--- config.mk ---
export PLATFORM = sky130hd
export DESIGN_NAME = rom_rd_ctrl
export DESIGN_NICKNAME = d
export VERILOG_FILES = /design/src/rtl/rom_rd_pkg.sv /design/src/rtl/rom_rd_timer.sv /design/src/rtl/rom_rd_lane.sv /design/src/rtl/rom_rd_ctrl.sv
export SDC_FILE = /design/constraint.sdc
export NUM_CORES = 1
export LEC_CHECK = 0
export BUFFER_PORTS_ARGS = -buffer_cell sky130_fd_sc_hd__buf_2
export CAP_MARGIN = 20
export CORE_UTILIZATION = 25
export DETAILED_ROUTE_END_ITERATION = 16
export PLACE_DENSITY = 0.54
export SLEW_MARGIN = 5
export SYNTH_ARGS = -nofsm -noshare
export SYNTH_HDL_FRONTEND = slang
export SYNTH_HIERARCHICAL = 1
export SYNTH_SLANG_ARGS = --single-unit
--- constraint.sdc ---
create_clock -name clk_i -period 3.6 [get_ports clk_i]
set_input_delay 0.72 -clock clk_i [delete_from_list [all_inputs] [get_ports clk_i]]
set_output_delay 0.72 -clock clk_i [all_outputs]
set_load 0.005 [all_outputs]
--- src/rtl/rom_rd_pkg.sv ---
package rom_rd_pkg;

  typedef enum logic [2:0] {
    ST_IDLE,
    ST_SETUP,
    ST_WAIT,
    ST_CAPTURE,
    ST_RECOVER
  } rd_state_e;

  function automatic int cdiv(input int ns, input int period);
    return (ns + period - 1) / period;
  endfunction

  function automatic int imax(input int a, input int b);
    return (a > b) ? a : b;
  endfunction

endpackage

--- src/rtl/rom_rd_timer.sv ---
module rom_rd_timer #(
  parameter int TW = 2
) (
  input  logic          clk_i,
  input  logic          rst_ni,
  input  logic          load_i,
  input  logic [TW-1:0] val_i,
  output logic          done_o
);

  logic [TW-1:0] cnt_q;

  always_ff @(posedge clk_i or negedge rst_ni) begin
    if (!rst_ni)              cnt_q <= '0;
    else if (load_i)          cnt_q <= val_i;
    else if (cnt_q != '0)     cnt_q <= cnt_q - TW'(1);
  end

  assign done_o = (cnt_q == '0);


  tmr_step_chk: assert property (@(posedge clk_i) disable iff (!rst_ni)
    (!load_i && cnt_q != '0) |=> (cnt_q == $past(cnt_q) - TW'(1)));

endmodule

--- src/rtl/rom_rd_lane.sv ---
module rom_rd_lane #(
  parameter int AW = 21,
  parameter int DW = 16
) (
  input  logic          clk_i,
  input  logic          rst_ni,
  input  logic          take_i,
  input  logic [AW:0]   addr_i,
  input  logic          x8_i,
  input  logic          drive_i,
  input  logic          cap_i,
  input  logic [DW-1:0] rom_q_i,
  output logic [AW-1:0] rom_a_o,
  output logic          rom_lsb_o,
  output logic          rom_lsb_drv_o,
  output logic          rom_x16_o,
  output logic [DW-1:0] data_o
);

  localparam int HW = DW / 2;

  logic [DW-1:0] lane_d;

  // narrow reads keep only the low lane
  assign lane_d = rom_x16_o ? rom_q_i : {{(DW-HW){1'b0}}, rom_q_i[HW-1:0]};

  always_ff @(posedge clk_i or negedge rst_ni) begin
    if (!rst_ni) begin
      rom_a_o   <= '0;
      rom_lsb_o <= 1'b0;
      rom_x16_o <= 1'b1;
    end else if (take_i) begin
      rom_a_o   <= addr_i[AW:1];
      rom_lsb_o <= x8_i & addr_i[0];
      rom_x16_o <= ~x8_i;
    end
  end

  always_ff @(posedge clk_i or negedge rst_ni) begin
    if (!rst_ni)    data_o <= '0;
    else if (cap_i) data_o <= lane_d;
  end

  assign rom_lsb_drv_o = ~rom_x16_o & drive_i;


  addr_hold_chk: assert property (@(posedge clk_i) disable iff (!rst_ni)
    (drive_i && $past(drive_i)) |-> ($stable(rom_a_o) && $stable(rom_lsb_o) && $stable(rom_x16_o)));


  wide_release_chk: assert property (@(posedge clk_i) disable iff (!rst_ni)
    cap_i |-> (rom_x16_o ? !rom_lsb_drv_o : rom_lsb_drv_o));

endmodule

--- src/rtl/rom_rd_ctrl.sv ---
module rom_rd_ctrl
  import rom_rd_pkg::*;
#(
  parameter int CLK_NS   = 20,
  parameter int T_RC_NS  = 100,
  parameter int T_AA_NS  = 100,
  parameter int T_ACE_NS = 100,
  parameter int T_OE_NS  = 50,
  parameter int T_HZ_NS  = 40,
  parameter int AW       = 21,
  parameter int DW       = 16
) (
  input  logic          clk_i,
  input  logic          rst_ni,
  input  logic          req_valid_i,
  output logic          req_ready_o,
  input  logic [AW:0]   req_addr_i,
  input  logic          req_x8_i,
  output logic          rsp_valid_o,
  output logic [DW-1:0] rsp_data_o,
  output logic [AW-1:0] rom_a_o,
  output logic          rom_cs_no,
  output logic          rom_rd_en_no,
  output logic          rom_x16_o,
  output logic          rom_lsb_o,
  output logic          rom_lsb_drv_o,
  input  logic [DW-1:0] rom_q_i
);

  localparam int C_AA  = cdiv(T_AA_NS, CLK_NS);
  localparam int C_ACE = cdiv(T_ACE_NS, CLK_NS);
  localparam int C_OE  = cdiv(T_OE_NS, CLK_NS);
  localparam int C_RC  = cdiv(T_RC_NS, CLK_NS);
  localparam int C_HZ  = cdiv(T_HZ_NS, CLK_NS);
  // sample edge: 2+W cycles after select, W+1 after read enable
  localparam int W_CYC = imax(1, imax(imax(C_AA, C_ACE) - 2, C_OE - 1));
  // whole cycle SETUP..IDLE is 3+W+R cycles
  localparam int R_CYC = imax(1, imax(C_HZ, C_RC - 3 - W_CYC));
  localparam int TW    = imax(1, $clog2(imax(W_CYC, R_CYC)));

  rd_state_e     state_q;
  logic          take, cap, tmr_load, tmr_done;
  logic [TW-1:0] tmr_val;

  assign req_ready_o = (state_q == ST_IDLE);
  assign take        = req_ready_o & req_valid_i;
  assign cap         = (state_q == ST_CAPTURE);
  assign tmr_load    = (state_q == ST_SETUP) | cap;
  assign tmr_val     = (state_q == ST_SETUP) ? TW'(W_CYC - 1) : TW'(R_CYC - 1);

  always_ff @(posedge clk_i or negedge rst_ni) begin
    if (!rst_ni) begin
      state_q      <= ST_IDLE;
      rom_cs_no    <= 1'b1;
      rom_rd_en_no <= 1'b1;
      rsp_valid_o  <= 1'b0;
    end else begin
      rsp_valid_o <= 1'b0;
      unique case (state_q)
        ST_IDLE: if (take) begin
          state_q   <= ST_SETUP;
          rom_cs_no <= 1'b0;
        end
        ST_SETUP: begin
          state_q      <= ST_WAIT;
          rom_rd_en_no <= 1'b0;
        end
        ST_WAIT: if (tmr_done) state_q <= ST_CAPTURE;
        ST_CAPTURE: begin
          state_q      <= ST_RECOVER;
          rom_cs_no    <= 1'b1;
          rom_rd_en_no <= 1'b1;
          rsp_valid_o  <= 1'b1;
        end
        ST_RECOVER: if (tmr_done) state_q <= ST_IDLE;
        default: state_q <= ST_IDLE;
      endcase
    end
  end

  rom_rd_timer #(.TW(TW)) i_timer (
    .clk_i  (clk_i),
    .rst_ni (rst_ni),
    .load_i (tmr_load),
    .val_i  (tmr_val),
    .done_o (tmr_done)
  );

  rom_rd_lane #(.AW(AW), .DW(DW)) i_lane (
    .clk_i         (clk_i),
    .rst_ni        (rst_ni),
    .take_i        (take),
    .addr_i        (req_addr_i),
    .x8_i          (req_x8_i),
    .drive_i       (~rom_cs_no),
    .cap_i         (cap),
    .rom_q_i       (rom_q_i),
    .rom_a_o       (rom_a_o),
    .rom_lsb_o     (rom_lsb_o),
    .rom_lsb_drv_o (rom_lsb_drv_o),
    .rom_x16_o     (rom_x16_o),
    .data_o        (rsp_data_o)
  );


  rsp_pulse_chk: assert property (@(posedge clk_i) disable iff (!rst_ni)
    rsp_valid_o |=> !rsp_valid_o);


  rsp_busy_chk: assert property (@(posedge clk_i) disable iff (!rst_ni)
    rsp_valid_o |-> !req_ready_o);


  en_order_chk: assert property (@(posedge clk_i) disable iff (!rst_ni)
    $fell(rom_rd_en_no) |-> (!rom_cs_no && $past(!rom_cs_no)));


  cap_window_chk: assert property (@(posedge clk_i) disable iff (!rst_ni)
    cap |-> (!rom_cs_no && !rom_rd_en_no));


  float_gap_chk: assert property (@(posedge clk_i) disable iff (!rst_ni)
    $rose(rom_rd_en_no) |-> (rom_cs_no && !req_ready_o));

endmodule

==> results.tsv, run 1 <==
metric	value	unit
run_status	complete, no violations	
synth_cells	143	
viasPerCell	4.04	
synth.distinct_cells	30	
grt_overflow_total	0	
wl_per_cell	11.8	um
drive_above_1_share	55.5	%
worstPathArrival	2.16	ns
busiest_layer	met2	
vias	1336	
synth_area	1990	um2
synth_largest_area_cell	dfrtp_1	
gr-usage-met3	2.35	%
cts-htree-levels	2	
die_y	91.1	um
dieArea	8300	um2
tightest_slew	1.02	ns
synthArstFlopShare	100	%
finalSetupTns	0	ns
initial_core_util	25.8	%
hp-class	input port to asynchronous set/reset pin	
grt_use_met2	16.0	%
grt_max_degree	28	
slew_headroom	32.3	%
finalCriticalPeriod	1.98	ns
yosys_most_used_dff	dfrtp_1	
grt_pass1_wl	6510	um
fin_skew	0.00338	ns
maxCapViolations	0	
fin_nets	271	
postPlaceCellArea	2480	um2
die_w	91.1	um
postCtsHoldBufs	0	
crit_required	3.78	ns
fin_crit_sh	55.1	%
finalHoldViolCount	0	
crit_type	flip-flop to flip-flop	
syn-num-nets	186	
cts-resized-gates	0	
drv_slew	0	
ant_nets	0	
synth_warnings	6	
synth.area.top_cells	dfrtp_1 (55%), mux2_4 (15%), mux2_2 (5.1%), dfstp_2 (4.0%), o21ai_0 (2.5%)	
tritoncts	done	
io-pin-count	86	
first_pass_iters	6	
synth.top_cell.area_share	55.5	%
insertion_delay	0.29	ns
fp-row-count	32	
grt_pass1_vias	1332	
final_area	2570	um2
rsz0062_at_grt	false	
syn_to_final_growth	29.4	%
dpl.hpwl	2740	um
setup_viol	0	
cts-root-buf	clkbuf_8	
cts_buffers	5	
grt_use_met1	12.9	%
synth_seq_cells	47	
drt-total-wl	3920	um
cp_max_fo	27	
endpoint_kind	flip-flop	
ir_worst_vdd	0.000168	V
seq_area_frac_synth	59.4	%
gp_congestion	0.693	
max_clock_freq	504	MHz
cts_sinks	47	
portBuffers	85	
antenna_cells	0	
cts_setup_buffers	0	
powerDensity	831	nW/um2
antenna_found_initial	0	
crit_path_start_kind	flip-flop	
synth_edf_count	0	
syn_avg_cell_area	13.9	um2
core	7690	um2
drtIter0Drc	28	
clockBufferDepth	2	
drc_errors	0	
p_leak	1.30	nW
grt_usage	10.0	%
clk_pin_slew	0.08	ns
[report_power, final]
part | internal (W) | switching (W)
clock | 0.000155 | 0.000166
combinational | 0.000518 | 0.000332
sequential | 0.000795 | 0.000168
total | 0.00147 | 0.000666
[layout make-up]
type	count	area, um2
clock buffer	7	86.3
clock inverter	1	5.00
fill	806	5120
inverter	13	48.8
multi-input combinational	74	682
sequential	47	1180
tap	102	128
timing repair buffer	87	440
[per-stage QoR]
stage	std cells	worst slack, ns	power, W	hold slack [ns]	util, %
after global placement	323	1.64	0.00182	0.487	32.2
after CTS	331	1.58	0.00218	0.396	33.4
after global routing	331	1.47	0.00231	0.400	33.4
final	331	1.62	0.00213	0.384	33.4
after floorplan	143	1.90	0.00152	0.424	-
after detailed placement	323	1.61	0.00184	0.487	32.2
[cell families (layout without fill, tap and decap cells)]
kind of cell	count (synthesis)	in the layout	share of synthesized area, %
simple gates	27	27	7.69
fa+ha+maj	1	1	0.630
flops	47	47	59.4
buf+inv	22	108	6.68
compound gates	14	14	3.97
xor+xnor	2	2	0.882
mux	30	30	20.7
[state kept, by name (all words and copies together) (netlist names)]
register and flops:
i_lane/rom_a_o 21, i_lane/data_o 16, state_q 3, i_timer/cnt_q 2, i_lane/rom_lsb_o 1, i_lane/rom_x16_o 1
rom_cs_no 1, rom_rd_en_no 1, rsp_valid_o 1
[cell usage in the layout, fill, tap and decap left out, types with 3 or more instances in the layout]
cell type / count
buf_2: 85
dfrtp_1: 44
mux2_4: 20
inv_1: 13
o21ai_0: 10
nand3_1: 9
mux2_2: 9
clkbuf_8: 6
nor2_1: 5
dfstp_2: 3
[per-layer routing]
metal	routed length (um)	up-vias	part of all wire [%]
met5	0	-	0
met4	53	0	1.4
met3	179	4	4.6
li1	-	643	-
met2	1850	39	47
met1	1840	650	47
[critical path, stage by stage (launching register included)]
cell     delay, ns
dfrtp_1       0.55
and3b_1       0.89
mux2_2        0.42
[final timing paths]
path                                   from          endpoint  slack (ns)  depth (start not counted)
max                              state_q[1]  i_lane/data_o[1]        1.62                          2
min                                  rst_ni  i_lane/data_o[4]        0.38                          1
max reg2reg                      state_q[1]  i_lane/data_o[1]        1.62                          2
min reg2reg                i_lane/data_o[0]  i_lane/data_o[0]        0.50                          1
max in group asynchronous            rst_ni  i_lane/rom_x16_o        2.44                          2
min in group clk_i         i_lane/data_o[0]  i_lane/data_o[0]        0.50                          1
[Yosys cell counts, types with 2 or more instances]
master / n
and2_1: 2
buf_2: 3
buf_6: 4
dfrtp_1: 44
dfstp_2: 3
inv_1: 13
mux2_2: 9
mux2_4: 20
nand2_1: 2
nand3_1: 9
nor2_1: 5
nor3_1: 2
o21ai_0: 10
Power figures use the tool's default switching activity.
==> run 2, diff against run 1 <==
==> constraint.sdc (replaced) <==
create_clock -name clk_i -period 2 [get_ports clk_i]
set_input_delay 0.4 -clock clk_i [delete_from_list [all_inputs] [get_ports clk_i]]
set_output_delay 0.4 -clock clk_i [all_outputs]
set_load 0.005 [all_outputs]
==> run 2 against run 1 <==
  * Sequential cell count stayed put
  * Critical path depth stayed put
  * Sequential share of layout area is 1.3 points lower
  * Non-clock buffer count is 3 higher
  * Worst setup slack worse by 1.2 ns
  * Core utilization is 0.96 points higher
  * Wire length is 1.9% higher
  * First-iteration DRC count is 46% higher
  * Design area is 2.9% higher
  * Clock skew is 0.0016 ns higher
  * Die area stayed put
  * Critical endpoint is now req_ready_o
  * Largest power group unchanged
  * Highest routed layer unchanged
==> results.tsv, run 2 (synthesis gave the netlist of run 1 again) <==
metric	value	unit	change
drv_slew	0		unchanged
cts_sinks	47		unchanged
portBuffers	85		unchanged
dieArea	8300	um2	unchanged
fin_skew	0.00502	ns	+0.00164 ns
crit_path_max_incr_delay	0.50	ns	-0.39 ns
setup_slack	0.417	ns	-1.20 ns
grt_max_degree	25		-11%
die_y	91.1	um	unchanged
layout_commonest_cell	buf_2		
maxCapViolations	0		unchanged
tritoncts	done		
cts-root-buf	clkbuf_8		
cts_setup_buffers	0		unchanged
run_status	complete, no violations		
finalHoldViolCount	0		unchanged
crit_type	flip-flop to output port		
hp-class	input port to asynchronous set/reset pin		
ir_worst_vdd	0.000331	V	+97%
pre_cts_ws	0.438	ns	-1.17 ns
fin_util	34.4	%	+0.96 points
setup_viol	0		unchanged
viasPerCell	4.07		+0.96%
drt-total-wl	3990	um	+1.9%
largest_register_ff_count	21		unchanged
powerDensity	1530	nW/um2	+84%
tightest_slew	0.573	ns	-0.443 ns
antenna_cells	0		unchanged
rsz0062_at_grt	false		
final_cell_mix	buf_2 (85), dfrtp_1 (44), mux2_4 (20)		
dpl.hpwl	2950	um	+7.5%
crit_required	1.60	ns	-2.18 ns
top_register	i_lane/rom_a_o		
cp_max_fo	8		-70%
final_area	2640	um2	+2.9%
fp-row-count	32		unchanged
slew_headroom	61.8	%	+30 points
vias	1361		+1.9%
gp_congestion	0.658		-5.1%
fin_nets	274		+1.1%
reg.largest.list	i_lane/rom_a_o x21, i_lane/data_o x16, state_q x3		
n_fill_cell	782		-3.0%
die_w	91.1	um	unchanged
cts-htree-levels	2		unchanged
p_leak	1.33	nW	+2.8%
postPlaceCellArea	2530	um2	+1.9%
fin_crit_sh	79.2	%	
cts-resized-gates	0		unchanged
finalCriticalPeriod	1.58	ns	
drc_errors	0		unchanged
worstPathArrival	1.18	ns	-0.98 ns
reg2reg_slack	0.45	ns	-1.17 ns
clk_pin_slew	0.09	ns	about the same
r2r-start	state_q[1]		
power	0.00403	W	+89%
drtIter0Drc	41		+46%
initial_core_util	25.8	%	unchanged
grt_pass1_wl	6640	um	+2.1%
grt_overflow_total	0		unchanged
endpoint_kind	output port		
ant_nets	0		unchanged
first_pass_iters	6		unchanged
clockBufferDepth	2		unchanged
reg2reg_depth	3		+1
crit_path_start_kind	flip-flop		
path_cells	nor3_1 -> buf_2		
antenna_found_initial	0		unchanged
critical-path-slowest-cell	dfrtp_1		
cts_buffers	5		unchanged
core	7690	um2	unchanged
io-pin-count	86		unchanged
syn_to_final_growth	33.1	%	
r2r-end	i_lane/rom_a_o[20]		
grt_pass1_vias	1342		+0.75%
max_clock_freq	632	MHz	
insertion_delay	0.29	ns	about the same
grt_usage	10.3	%	+0.26 points
wl_per_cell	12.0	um	+0.97%
drive_above_1_share	56.5	%	+1.0 points
finalSetupTns	0	ns	unchanged
postCtsHoldBufs	0		unchanged
==> run 2: cell types whose count changed in the layout (fill, tap and decap cells not counted), sizes merged <==
cell / previous run / this run
buf: 87 / 90
bufinv: 0 / 1
clkbuf: 7 / 6
==> run 2: worst max-delay path by stage <==
stage / startpoint / endpoint / slack, ns / cells past startpoint
floorplan: state_q[1] / i_lane/rom_a_o[10] / 0.46 / 5
global placement: state_q[1] / i_lane/rom_a_o[15] / 0.48 / 3
detailed placement: state_q[1] / i_lane/rom_a_o[17] / 0.44 / 3
CTS: state_q[1] / req_ready_o / 0.36 / 2
global route: state_q[1] / req_ready_o / 0.28 / 2
finish: state_q[1] / req_ready_o / 0.42 / 2
==> run 2: where the power goes <==
group	internal, W	switching (W)
Clock	0.000404	0.000306
Combinational	0.000971	0.000608
Sequential	0.00143	0.000312
Total	0.00281	0.00123
==> run 2: layer usage <==
layer	global-route usage [%]	part of all wire [%]	up-vias
met5	0	0	-
met4	4.37	1.7	0
met3	2.35	3.9	5
met2	16.7	47	39
met1	13.0	47	667
li1	-	-	650
==> run 2: worst max-delay path, delay by kind of cell (launching register included) <==
| family | cells | cell delay [ns] |
|---|---|---|
| buffers and inverters | 1 | 0.15 |
| AND/OR/NAND/NOR | 1 | 0.24 |
| flip-flops | 1 | 0.50 |
==> run 2: cell type report <==
type                            instances  area, um2  area share (%)
Clock inverter                          2       35.0            1.33
Multi-Input combinational cell         74        682            25.8
Clock buffer                            6       82.6            3.12
Tap cell                              102        128            4.83
Sequential cell                        47       1180            44.6
Inverter                               13       48.8            1.85
Timing Repair Buffer                   90        488            18.5
==> run 2: metrics by stage <==
step | hold WS, ns | std cells
2_1_floorplan | 0.104 | 143
3_3_place_gp | 0.437 | 326
3_5_place_dp | 0.442 | 326
4_1_cts | 0.107 | 334
5_1_grt | 0.133 | 334
6_report | 0.0952 | 334
